**config.mk**
```make
export PLATFORM = sky130hd
export DESIGN_NAME = smi_negotiator
export DESIGN_NICKNAME = d
export VERILOG_FILES = /design/src/rtl/smi_neg_pkg.sv /design/src/rtl/smi_feat_check.sv /design/src/rtl/smi_feat_regs.sv /design/src/rtl/smi_apm_dispatch.sv /design/src/rtl/smi_negotiator.sv
export SDC_FILE = /design/constraint.sdc
export NUM_CORES = 1
export LEC_CHECK = 0
export BUFFER_PORTS_ARGS = -buffer_cell sky130_fd_sc_hd__buf_4
export CORE_ASPECT_RATIO = 1.25
export CORE_MARGIN = 5
export CORE_UTILIZATION = 57
export CTS_CLUSTER_DIAMETER = 100
export CTS_CLUSTER_SIZE = 24
export DETAILED_ROUTE_END_ITERATION = 10
export PLACE_DENSITY_LB_ADDON = 0.08
export SLEW_MARGIN = 10
export SYNTH_ARGS = -nofsm -noshare
export SYNTH_HDL_FRONTEND = slang
export SYNTH_SLANG_ARGS = --single-unit
```
**constraint.sdc**
```tcl
create_clock -name clk -period 5.7 [get_ports clk]
set_clock_uncertainty 0.1 [all_clocks]
set_input_delay 0.57 -clock clk [delete_from_list [all_inputs] [get_ports clk]]
set_output_delay 0.57 -clock clk [all_outputs]
set_load 0.01 [all_outputs]
```
**src/rtl/smi_neg_pkg.sv**
```systemverilog
package smi_neg_pkg;
  localparam int unsigned FEAT_BCAST  = 0;
  localparam int unsigned FEAT_HOTADD = 1;
  localparam int unsigned FEAT_HOTDEL = 2;
  localparam logic [7:0]  CMD_ACPI_ON  = 8'hF0;
  localparam logic [7:0]  CMD_ACPI_OFF = 8'hF1;
endpackage

```
**src/rtl/smi_feat_check.sv**
```systemverilog
module smi_feat_check
  import smi_neg_pkg::*;
#(
  parameter int FEAT_W = 64
) (
  input  logic [FEAT_W-1:0] req_i,
  input  logic [FEAT_W-1:0] host_i,
  output logic              valid_o
);
  logic unknown_bits;
  logic needs_bcast;
  logic del_without_add;

  always_comb begin
    unknown_bits    = |(req_i & ~host_i);
    needs_bcast     = (req_i[FEAT_HOTADD] | req_i[FEAT_HOTDEL]) & ~req_i[FEAT_BCAST];
    del_without_add = req_i[FEAT_HOTDEL] & ~req_i[FEAT_HOTADD];
    valid_o         = ~(unknown_bits | needs_bcast | del_without_add);
  end
endmodule

```
**src/rtl/smi_feat_regs.sv**
```systemverilog
module smi_feat_regs
  import smi_neg_pkg::*;
#(
  parameter int FEAT_W = 64,
  parameter int ADDR_W = 4
) (
  input  logic              clk,
  input  logic              rst_n,
  input  logic [FEAT_W-1:0] host_i,
  input  logic              wr_en_i,
  input  logic [ADDR_W-1:0] wr_addr_i,
  input  logic [7:0]        wr_data_i,
  input  logic [ADDR_W-1:0] rd_addr_i,
  output logic [7:0]        rd_data_o,
  output logic [FEAT_W-1:0] negotiated_o,
  output logic              accepted_o
);
  localparam int NBYTES = FEAT_W / 8;
  localparam logic [ADDR_W-1:0] ADDR_FLAG = ADDR_W'(NBYTES);

  logic [7:0]        lane_q [NBYTES];
  logic [FEAT_W-1:0] req_w;
  logic [FEAT_W-1:0] neg_q;
  logic              acc_q;
  logic              req_ok;
  logic              try_lock;

  for (genvar b = 0; b < NBYTES; b++) begin : g_lane
    always_ff @(posedge clk) begin
      if (!rst_n)
        lane_q[b] <= '0;
      else if (wr_en_i && wr_addr_i == ADDR_W'(b))
        lane_q[b] <= wr_data_i;
    end
    assign req_w[b*8 +: 8] = lane_q[b];
  end

  smi_feat_check #(.FEAT_W(FEAT_W)) u_check (
    .req_i   (req_w),
    .host_i  (host_i),
    .valid_o (req_ok)
  );

  assign try_lock = wr_en_i && wr_addr_i == ADDR_FLAG && !acc_q;

  always_ff @(posedge clk) begin
    if (!rst_n) begin
      neg_q <= '0;
      acc_q <= 1'b0;
    end else if (try_lock && req_ok) begin
      neg_q <= req_w;
      acc_q <= 1'b1;
    end
  end

  always_comb begin
    rd_data_o = '0;
    for (int b = 0; b < NBYTES; b++)
      if (rd_addr_i == ADDR_W'(b)) rd_data_o = lane_q[b];
    if (rd_addr_i == ADDR_FLAG) rd_data_o = {7'b0, acc_q};
  end

  assign negotiated_o = neg_q;
  assign accepted_o   = acc_q;


  acc_sticky_chk: assert property (@(posedge clk) disable iff (!rst_n)
    acc_q |=> acc_q);

  neg_locked_chk: assert property (@(posedge clk) disable iff (!rst_n)
    acc_q |=> $stable(neg_q));

  neg_in_host_chk: assert property (@(posedge clk) disable iff (!rst_n)
    $rose(acc_q) |-> (neg_q & ~$past(host_i)) == '0);

  del_needs_add_chk: assert property (@(posedge clk) disable iff (!rst_n)
    acc_q |-> !(neg_q[FEAT_HOTDEL] && !neg_q[FEAT_HOTADD]));
endmodule

```
**src/rtl/smi_apm_dispatch.sv**
```systemverilog
module smi_apm_dispatch
  import smi_neg_pkg::*;
#(
  parameter int NCPU  = 4,
  parameter int CPU_W = (NCPU > 1) ? $clog2(NCPU) : 1
) (
  input  logic             clk,
  input  logic             rst_n,
  input  logic             valid_i,
  input  logic [7:0]       cmd_i,
  input  logic [CPU_W-1:0] cpu_i,
  input  logic             smi_en_i,
  input  logic             bcast_i,
  output logic             acpi_on_o,
  output logic             acpi_off_o,
  output logic [NCPU-1:0]  smi_o
);
  logic            is_on;
  logic            is_off;
  logic            raise;
  logic [NCPU-1:0] smi_d;

  assign is_on  = valid_i && cmd_i == CMD_ACPI_ON;
  assign is_off = valid_i && cmd_i == CMD_ACPI_OFF;
  assign raise  = valid_i && !(cmd_i == CMD_ACPI_ON || cmd_i == CMD_ACPI_OFF) && smi_en_i;

  for (genvar c = 0; c < NCPU; c++) begin : g_target
    assign smi_d[c] = raise && (bcast_i || cpu_i == CPU_W'(c));
  end

  always_ff @(posedge clk) begin
    if (!rst_n) begin
      acpi_on_o  <= 1'b0;
      acpi_off_o <= 1'b0;
      smi_o      <= '0;
    end else begin
      acpi_on_o  <= is_on;
      acpi_off_o <= is_off;
      smi_o      <= smi_d;
    end
  end


  acpi_no_smi_chk: assert property (@(posedge clk) disable iff (!rst_n)
    (acpi_on_o || acpi_off_o) |-> smi_o == '0);

  smi_gated_chk: assert property (@(posedge clk) disable iff (!rst_n)
    !smi_en_i |=> smi_o == '0);

  single_target_chk: assert property (@(posedge clk) disable iff (!rst_n)
    !bcast_i |-> $onehot0(smi_o));
endmodule

```
**src/rtl/smi_negotiator.sv**
```systemverilog
module smi_negotiator
  import smi_neg_pkg::*;
#(
  parameter int FEAT_W = 64,
  parameter int ADDR_W = 4,
  parameter int NCPU   = 4,
  parameter int CPU_W  = (NCPU > 1) ? $clog2(NCPU) : 1
) (
  input  logic              clk,
  input  logic              rst_n,
  input  logic [FEAT_W-1:0] host_feat_i,
  input  logic              reg_wr_en_i,
  input  logic [ADDR_W-1:0] reg_addr_i,
  input  logic [7:0]        reg_wdata_i,
  input  logic [ADDR_W-1:0] reg_rd_addr_i,
  output logic [7:0]        reg_rdata_o,
  input  logic              apm_valid_i,
  input  logic [7:0]        apm_cmd_i,
  input  logic [CPU_W-1:0]  apm_cpu_i,
  input  logic              smi_apm_en_i,
  output logic [FEAT_W-1:0] negotiated_o,
  output logic              accepted_o,
  output logic              acpi_on_o,
  output logic              acpi_off_o,
  output logic [NCPU-1:0]   smi_req_o
);
  logic [FEAT_W-1:0] neg_w;

  smi_feat_regs #(.FEAT_W(FEAT_W), .ADDR_W(ADDR_W)) u_regs (
    .clk          (clk),
    .rst_n        (rst_n),
    .host_i       (host_feat_i),
    .wr_en_i      (reg_wr_en_i),
    .wr_addr_i    (reg_addr_i),
    .wr_data_i    (reg_wdata_i),
    .rd_addr_i    (reg_rd_addr_i),
    .rd_data_o    (reg_rdata_o),
    .negotiated_o (neg_w),
    .accepted_o   (accepted_o)
  );

  smi_apm_dispatch #(.NCPU(NCPU), .CPU_W(CPU_W)) u_disp (
    .clk        (clk),
    .rst_n      (rst_n),
    .valid_i    (apm_valid_i),
    .cmd_i      (apm_cmd_i),
    .cpu_i      (apm_cpu_i),
    .smi_en_i   (smi_apm_en_i),
    .bcast_i    (neg_w[FEAT_BCAST]),
    .acpi_on_o  (acpi_on_o),
    .acpi_off_o (acpi_off_o),
    .smi_o      (smi_req_o)
  );

  assign negotiated_o = neg_w;
endmodule

```
# Word-level counts from Yosys, hierarchy flattened

Memory sizes are Yosys's and may differ from the RTL's.
Index checks and enable logic that the tools add are counted.

Register bits: 71
RAM bits: 64
Bits of input ports: 95
Word-level logic and storage cells: 117
Memories kept: 1

Equality and inequality tests: 21
Multiplexer cells: 42
Bitwise operators: 18
Reduce and logical (&&, ||, !) cells: 30

Memories:

| name          | depth | bits a word | rd ports | clocked after Yosys merged registers in | write ports | line                | RTL |
|---|---|---|---|---|---|---|---|
| u_regs.lane_q | 8     | 8           | 8        | 0                                       | 8           | smi_feat_regs.sv:21 | `logic [7:0] lane_q [NBYTES];` |

Operators by type and width:

| cell               | number |
|---|---|
| $mux 8             | 17 |
| $and 64x64->64     | 1 |
| $not 64->64        | 1 |
| $reduce_or 64->1   | 1 |
| $eq 4x3->1 const B | 8 |
| $mux 1             | 25 |
| $logic_and 1x1->1  | 19 |
| $eq 4x2->1 const B | 4 |
| $eq 8x8->1 const B | 2 |
| $or 1x1->1         | 11 |
| $eq 4x1->1 const B | 2 |
| $eq 4x4->1 const B | 2 |
| $logic_not 4->1    | 2 |
| $logic_or 1x1->1   | 5 |
| $eq 2x2->1 const B | 2 |
| $not 1->1          | 3 |
| $and 1x1->1        | 2 |
| $eq 2x1->1 const B | 1 |
| $logic_not 1->1    | 2 |
| $logic_not 2->1    | 1 |

# Logic depth before layout (Yosys ltp)

Gate-level depths: netlist of run 1.

Word-level depth: 10
Gate-level depth with buffers: 8
Mapped depth without buffers: 6

# Modules after synthesis

From an unflattened synthesis of run 1, not the netlist that was laid out.

Cells, all modules: 655
Area total of the unflattened synthesis: 6358.6 um^2

Modules (own cells, without submodules):

| module           | instances | cells each | area an instance (um^2) | sequential area each (um^2) |
|---|---|---|---|---|
| smi_feat_regs    | 1         | 531        | 5580.4                  | 3223.1 |
| smi_feat_check   | 1         | 103        | 539.3                   | 0.0 |
| smi_apm_dispatch | 1         | 21         | 239.0                   | 120.1 |

# Worst setup path before layout of run 1

Ideal clock, no wire load.

Kind: input -> output
Start point: input port reg_rd_addr_i[2]
End point: output port reg_rdata_o[3]
Data arrival time: 1659 ps
Slack: 3371 ps
Stages on the path: 6
Buffers on the path: 2
Cell sequence: clkbuf_1 nor2b_1 and3_1 clkbuf_1 a22oi_1 nand3_1

Longest elaborated chain between the ends: 10
Elaborated cells between the ends (all ways): 18
Classes of those cells: 8 x eq/ne; 9 x mux; 1 x reduce/logical

RTL lines:

| element             | line                 | RTL |
|---|---|---|
| from (decl)         | smi_negotiator.sv:15 | `input logic [ADDR_W-1:0] reg_rd_addr_i,` |
| $logic_not 4->1     | smi_feat_regs.sv:59  | `if (rd_addr_i == ADDR_W'(b)) rd_data_o = lane_q[b];` |
| $mux 8 (8 in a row) | smi_feat_regs.sv:59  |  |
| $mux 8 (*)          | smi_feat_regs.sv:60  | `if (rd_addr_i == ADDR_FLAG) rd_data_o = {7'b0, acc_q};` |
| to (decl)           | smi_negotiator.sv:16 | `output logic [7:0] reg_rdata_o,` |

Every way passes the cells marked *; elsewhere a longest branch is shown, timed or not.

==> reports/metrics.csv, run 1 <==
metric;value;unit
most common cell in the netlist;a21oi_1;
worst hold endpoint;u_disp.acpi_on_o;
Skew-Pair Late Insertion Delay;410;ps
I/O Pins;174;
row cnt;42;
routed wire length;21500;um
final setup fails;0;
CP top delay family;simple AND/OR/NAND/NOR gates;
Comb power frac;7.4;%
Max Cap Violations;0;
critical path class;reg2reg;
Vias;5903;
syn nets;752;
Die Ht;127;um
data arrival time of the critical path;3880;ps
Hold Crit Class;in2reg;
worst r2r dst;u_regs.negotiated_o[0];
largest net degree at the start of global routing;66;
worst slew pin tran;1270;ps
Synth Flop Type;dfxtp_1;
Sink Count;135;
period utilization;65.0;%
DRT iter0 DRCs;496;
Layout area overhead;30.0;%
vias per std cell;6.17;
clock root buffer master;clkbuf_16;
internal reg-to-reg setup slack;2000;ps
Netlist cell types;50;
vias in the first global route;5855;
slowest CP cell;a2111oi_0;
Hold-fix buffers, CTS;0;
port bufs;173;
Pwr Density;295;nW/um^2
final hold violation count;0;
GRT overflow;0;
Max VDD drop;0.000175;V
cts bufs inserted;17;
TritonCTS clock tree;done;
Ant. Diodes;0;
DRT Pass-1 Iters;6;
Flop pwr share;45.1;%
Hold Startpoint;apm_cmd_i[0];
CTS resizes;0;
sw power;0.000578;W
Synth top area share;30.7;%
max_slew headroom;15.5;%
placed cell count;925;
Pint;0.00183;W
Ys Warns;0;
Initial Util;58.8;%
startpoint types;flop;
critical path, cell by cell;nor2b_1 > a2111oi_0 > nand4_1 > nand4b_2 > buf_4 > o21ai_0 > a21oi_1;
Reg2Reg Depth;7;
setup TNS;0;ps
die area;13200;um^2
fmax;0.270;GHz
routability congestion estimate;0.936;
Die W;104;um
first-pass GRT wire length;32100;um
WL/cell;22.4;um
Net Sw Frac;24.0;%
DP HPWL;15800;um
critical path buffer and inverter count;1;
mean post-synth cell area;9.54;um^2
post-synth top area cell;edfxtp_1;
Synth Cell Area;6270;um^2
CTS Buffer Depth;2;
Seq/Total Area, Yosys;53.3;%
RSZ-0062 raised after global routing;no;
reg2reg start;u_regs.lane_q[1][10];
CP peak stage delay;840;ps
leakage power;3.23;nW
list of most frequent post-synthesis cells;76 x a21oi_1, 71 x dfxtp_1, 70 x nand3_1, 65 x o21ai_0;
# nets final;907;
# DRC;0;
Core Area;10700;um^2
Post-CTS Setup Bufs;0;
initial antenna violation count;0;
status;completed;
Final ANT Viol Nets;0;
Slew Limit Fails;0;
Crit Path Max Fanout;37;
FF+latch count, synth;135;
layout cell share with drive strength beyond 1;26.4;%
Mapped Cells;657;
post-route minimum period;3700;ps
EDFF count, synth;64;
total track usage;31.4;%
hold slack;214;ps
CP Capture Type;flop;
# H-tree levels;4;
fin cells;957;
Clk pin slew, worst setup/hold paths;60;ps
most area-consuming cells after synthesis;edfxtp_1 31%, dfxtp_1 23%, and2_1 6.4%;
CP Data Required Time;5880;ps
hold path depth;2;
FFs w/ async S/R, synth;0;%
clock share of power;47.5;%
[metrics by stage]
step	instance area (um^2)	power (W)	utilization [%]	setup slack, ps
after floorplan	6270	0.00116	-	3370
after global placement	7530	0.00128	70.6	2200
after detailed placement	7530	0.00128	70.6	2040
after CTS	8150	0.00241	76.4	2120
after global routing	8150	0.00247	76.4	1950
final	8150	0.00241	76.4	2000
[power groups by stage]
stage	logic (W)	clock network [W]	registers [W]
floorplan	0.0000781	0	0.00108
global placement	0.000172	0	0.00110
detailed placement	0.000174	0	0.00110
CTS	0.000175	0.00115	0.00108
global route	0.000189	0.00120	0.00109
finish	0.000177	0.00114	0.00109
[cells in the final DEF (no fill, tap or decap), types with 9 or more instances in the layout]
master | netlist | routed
a21oi_1 | 76 | 76
o21ai_0 | 65 | 65
clkbuf_16 | 0 | 17
edfxtp_1 | 64 | 64
nand3_1 | 70 | 70
nor2_1 | 27 | 27
nand2_1 | 16 | 16
inv_1 | 23 | 22
nor2b_1 | 17 | 17
dfxtp_1 | 71 | 71
o2111ai_1 | 9 | 9
nand2b_1 | 33 | 33
buf_4 | 2 | 177
and2_1 | 64 | 64
o21ai_1 | 24 | 24
[layout make-up]
| cell class | count | area, um^2 |
|---|---|---|
| tap | 132 | 165 |
| sequential | 135 | 3340 |
| inverter | 23 | 86.3 |
| clock buffer | 18 | 429 |
| timing repair buffer | 177 | 1330 |
| multi-input combinational | 458 | 2610 |
| clock inverter | 14 | 188 |
| fill | 751 | 2520 |
[routing by layer]
| layer | global-route usage (%) | vias to the layer above | routed length, um |
|---|---|---|---|
| met5 | 0 | - | 0 |
| met4 | 16.2 | 0 | 978 |
| met3 | 8.22 | 73 | 2420 |
| met2 | 51.1 | 417 | 10200 |
| met1 | 38.6 | 2740 | 7830 |
| li1 | - | 2673 | - |
[cells by family after synthesis]
family / synth area share [%]
and+or+nand+nor: 22.3
DFF: 53.3
muxes: 1.46
buffers and inverters: 5.15
AOI/OAI and AO/OA: 17.8
[how the worst max path moves through the flow]
stage                              start                 endpoint  slack [ps]  cells past startpoint
floorplan               reg_rd_addr_i[2]           reg_rdata_o[3]        3370                      6
global placement         host_feat_i[59]  u_regs.negotiated_o[25]        2200                      8
detailed placement       host_feat_i[59]  u_regs.negotiated_o[39]        2040                      8
CTS                 u_regs.lane_q[1][23]   u_regs.negotiated_o[0]        2120                      7
global route        u_regs.lane_q[1][10]  u_regs.negotiated_o[39]        1950                      7
finish              u_regs.lane_q[1][10]   u_regs.negotiated_o[0]        2000                      7
[sequential cells by signal, summed over array words and instances (netlist names)]
register,count
u_disp.acpi_off_o,1
u_regs.accepted_o,1
u_disp.smi_o,4
u_disp.acpi_on_o,1
u_regs.negotiated_o,64
u_regs.lane_q,64
Note: power is estimated with default switching activity, not from simulation.
==> run 2, diff against run 1 <==
--- a/config.mk
+++ b/config.mk
@@ -8,7 +8,7 @@
 export BUFFER_PORTS_ARGS = -buffer_cell sky130_fd_sc_hd__buf_4
 export CORE_ASPECT_RATIO = 1.25
 export CORE_MARGIN = 5
-export CORE_UTILIZATION = 57
+export CORE_UTILIZATION = 52
 export CTS_CLUSTER_DIAMETER = 100
 export CTS_CLUSTER_SIZE = 24
 export DETAILED_ROUTE_END_ITERATION = 10
==> constraint.sdc (replaced) <==
create_clock -name clk -period 3.8 [get_ports clk]
set_clock_uncertainty 0.1 [all_clocks]
set_input_delay 0.38 -clock clk [delete_from_list [all_inputs] [get_ports clk]]
set_output_delay 0.38 -clock clk [all_outputs]
set_load 0.01 [all_outputs]
==> reports/metrics.csv, run 2 (same netlist as run 1, synthesis figures left out) <==
metric;value;unit;change
worst slew pin tran;1190;ps;-81.6 ps
most common cell after layout, fill and taps aside;buf_4;;
CTS resizes;0;;unchanged
hold path depth;2;;unchanged
worst r2r dst;u_regs.negotiated_o[30];;
Reg2Reg Depth;7;;unchanged
Clk pin slew, worst setup/hold paths;60;ps;about the same
critical path buffer and inverter count;1;;unchanged
CP peak stage delay;800;ps;-40 ps
final hold violation count;0;;unchanged
final setup fails;0;;unchanged
critical path, cell by cell;nor2b_1 > a2111oi_0 > nand4_1 > nand4b_2 > buf_12 > o21ai_0 > a21oi_1;;
I/O Pins;174;;unchanged
Max Cap Violations;0;;unchanged
placed cell count;957;;+3.5%
GRT overflow;0;;unchanged
row cnt;44;;+4.8%
RSZ-0062 raised after global routing;no;;
Post-CTS Setup Bufs;0;;unchanged
die area;14400;um^2;+8.8%
port bufs;173;;unchanged
reg2reg start;u_regs.lane_q[1][3];;
initial antenna violation count;0;;unchanged
setup TNS;0;ps;unchanged
cts bufs inserted;17;;unchanged
Vias;5762;;-2.4%
critical path class;reg2reg;;
DRT iter0 DRCs;433;;-13%
Hold Crit Class;in2reg;;
max_slew headroom;20.1;%;+4.6 points
Net Sw Frac;24.6;%;+0.61 points
largest net degree at the start of global routing;61;;-7.6%
worst setup path start;u_regs.lane_q[1][3];;
layout cell share with drive strength beyond 1;26.7;%;+0.27 points
Flop pwr share;47.8;%;+2.7 points
fin cells;989;;+3.3%
Core Area;11700;um^2;+9.9%
CP Capture Type;flop;;
DP HPWL;16100;um;+1.9%
commonest cells after routing, fill and taps aside;179 x buf_4, 76 x a21oi_1, 71 x dfxtp_1, 70 x nand3_1;;
sw power;0.000839;W;+45%
Initial Util;53.5;%;-5.3 points
TritonCTS clock tree;done;;
Hold Startpoint;apm_cmd_i[0];;
fmax;0.320;GHz;+18%
routability congestion estimate;0.984;;+5.1%
# DRC;0;;unchanged
DRT Pass-1 Iters;5;;-1
Slew Limit Fails;0;;unchanged
Die W;108;um;+4.2%
clock root buffer master;clkbuf_16;;
total track usage;29.3;%;-2.1 points
filler instances;968;;+29%
post-route minimum period;3130;ps;-575 ps
Pint;0.00257;W;+40%
Sink Count;135;;unchanged
# H-tree levels;4;;unchanged
Layout area overhead;30.1;%;about the same
Die Ht;133;um;+4.3%
Comb power frac;7.8;%;+0.4 points
vias per std cell;5.83;;-5.5%
leakage power;3.22;nW;-0.40%
clock share of power;44.4;%;-3.1 points
Ant. Diodes;0;;unchanged
Pwr Density;418;nW/um^2;+41%
Final ANT Viol Nets;0;;unchanged
status;completed;;
vias in the first global route;5587;;-4.6%
startpoint types;flop;;
# nets final;910;;+0.33%
Hold-fix buffers, CTS;0;;unchanged
Skew-Pair Late Insertion Delay;420;ps;about the same
data arrival time of the critical path;3300;ps;-580 ps
Crit Path Max Fanout;54;;+46%
CTS Buffer Depth;2;;unchanged
internal reg-to-reg setup slack;670;ps;-1320 ps
CP top delay family;compound AO/OA/AOI/OAI gates;;
routed wire length;21000;um;-2.1%
WL/cell;21.2;um;-5.3%
slowest CP cell;a2111oi_0;;
period utilization;82.4;%;+17 points
Max VDD drop;0.000253;V;+45%
post-layout util;69.5;%;-6.9 points
CP Data Required Time;3980;ps;-1900 ps
first-pass GRT wire length;31400;um;-2.1%
worst hold endpoint;u_disp.acpi_on_o;;
run 2: cell count changes in the layout (fill, tap and decap cells not counted), sizes merged:
cell / delta
buf: +3
bufinv: -3
clkbuf: +1
clkinv: +4
clkinvlp: +2
inv: -4
run 2: power groups by stage:
stage / clock (W) / sequential (W) / combinational [W]
2_1_floorplan: 0 / 0.00162 / 0.000117
3_3_place_gp: 0 / 0.00166 / 0.000261
3_5_place_dp: 0 / 0.00165 / 0.000264
4_1_cts: 0.00153 / 0.00162 / 0.000265
5_1_grt: 0.00159 / 0.00163 / 0.000286
6_report: 0.00151 / 0.00163 / 0.000266
run 2: layer usage:
metal | up-vias | GRT usage (%) | share of wire, % | wire length, um
li1 | 2675 | - | - | -
met1 | 2704 | 37.9 | 39 | 8120
met2 | 321 | 46.7 | 48 | 10100
met3 | 62 | 6.48 | 9.3 | 1950
met4 | 0 | 13.5 | 4.0 | 830
met5 | - | 0 | 0 | 0
run 2: layout make-up:
type                    instances  area, um^2  share of cell area [%]
multi-input cells             458        2610                    32.0
well taps                     161         201                    2.47
repair buffers                180        1360                    16.7
clock buffers                  19         454                    5.57
inverters                      23        86.3                    1.06
flip-flops and latches        135        3340                    41.0
clock inverters                13        96.3                    1.18
run 2: metrics by stage:
stage / cell area (um^2) / total power [W] / hold slack, ps / worst slack, ps
6_report: 8160 / 0.00341 / 26.1 / 670
5_1_grt: 8160 / 0.00350 / 35.1 / 515
4_1_cts: 8160 / 0.00342 / 17.9 / 687
3_5_place_dp: 7600 / 0.00192 / 368 / 711
3_3_place_gp: 7600 / 0.00192 / 357 / 724
2_1_floorplan: 6270 / 0.00174 / 352 / 1700
run 2: how the worst max path moves through the flow:
stage / end / slack [ps] / depth (start not counted)
global route: u_regs.negotiated_o[49] / 510 / 7
finish: u_regs.negotiated_o[30] / 670 / 7
detailed placement: u_regs.negotiated_o[37] / 710 / 8
CTS: u_regs.negotiated_o[38] / 690 / 7
floorplan: u_regs.negotiated_o[34] / 1700 / 8
global placement: u_regs.negotiated_o[42] / 720 / 7
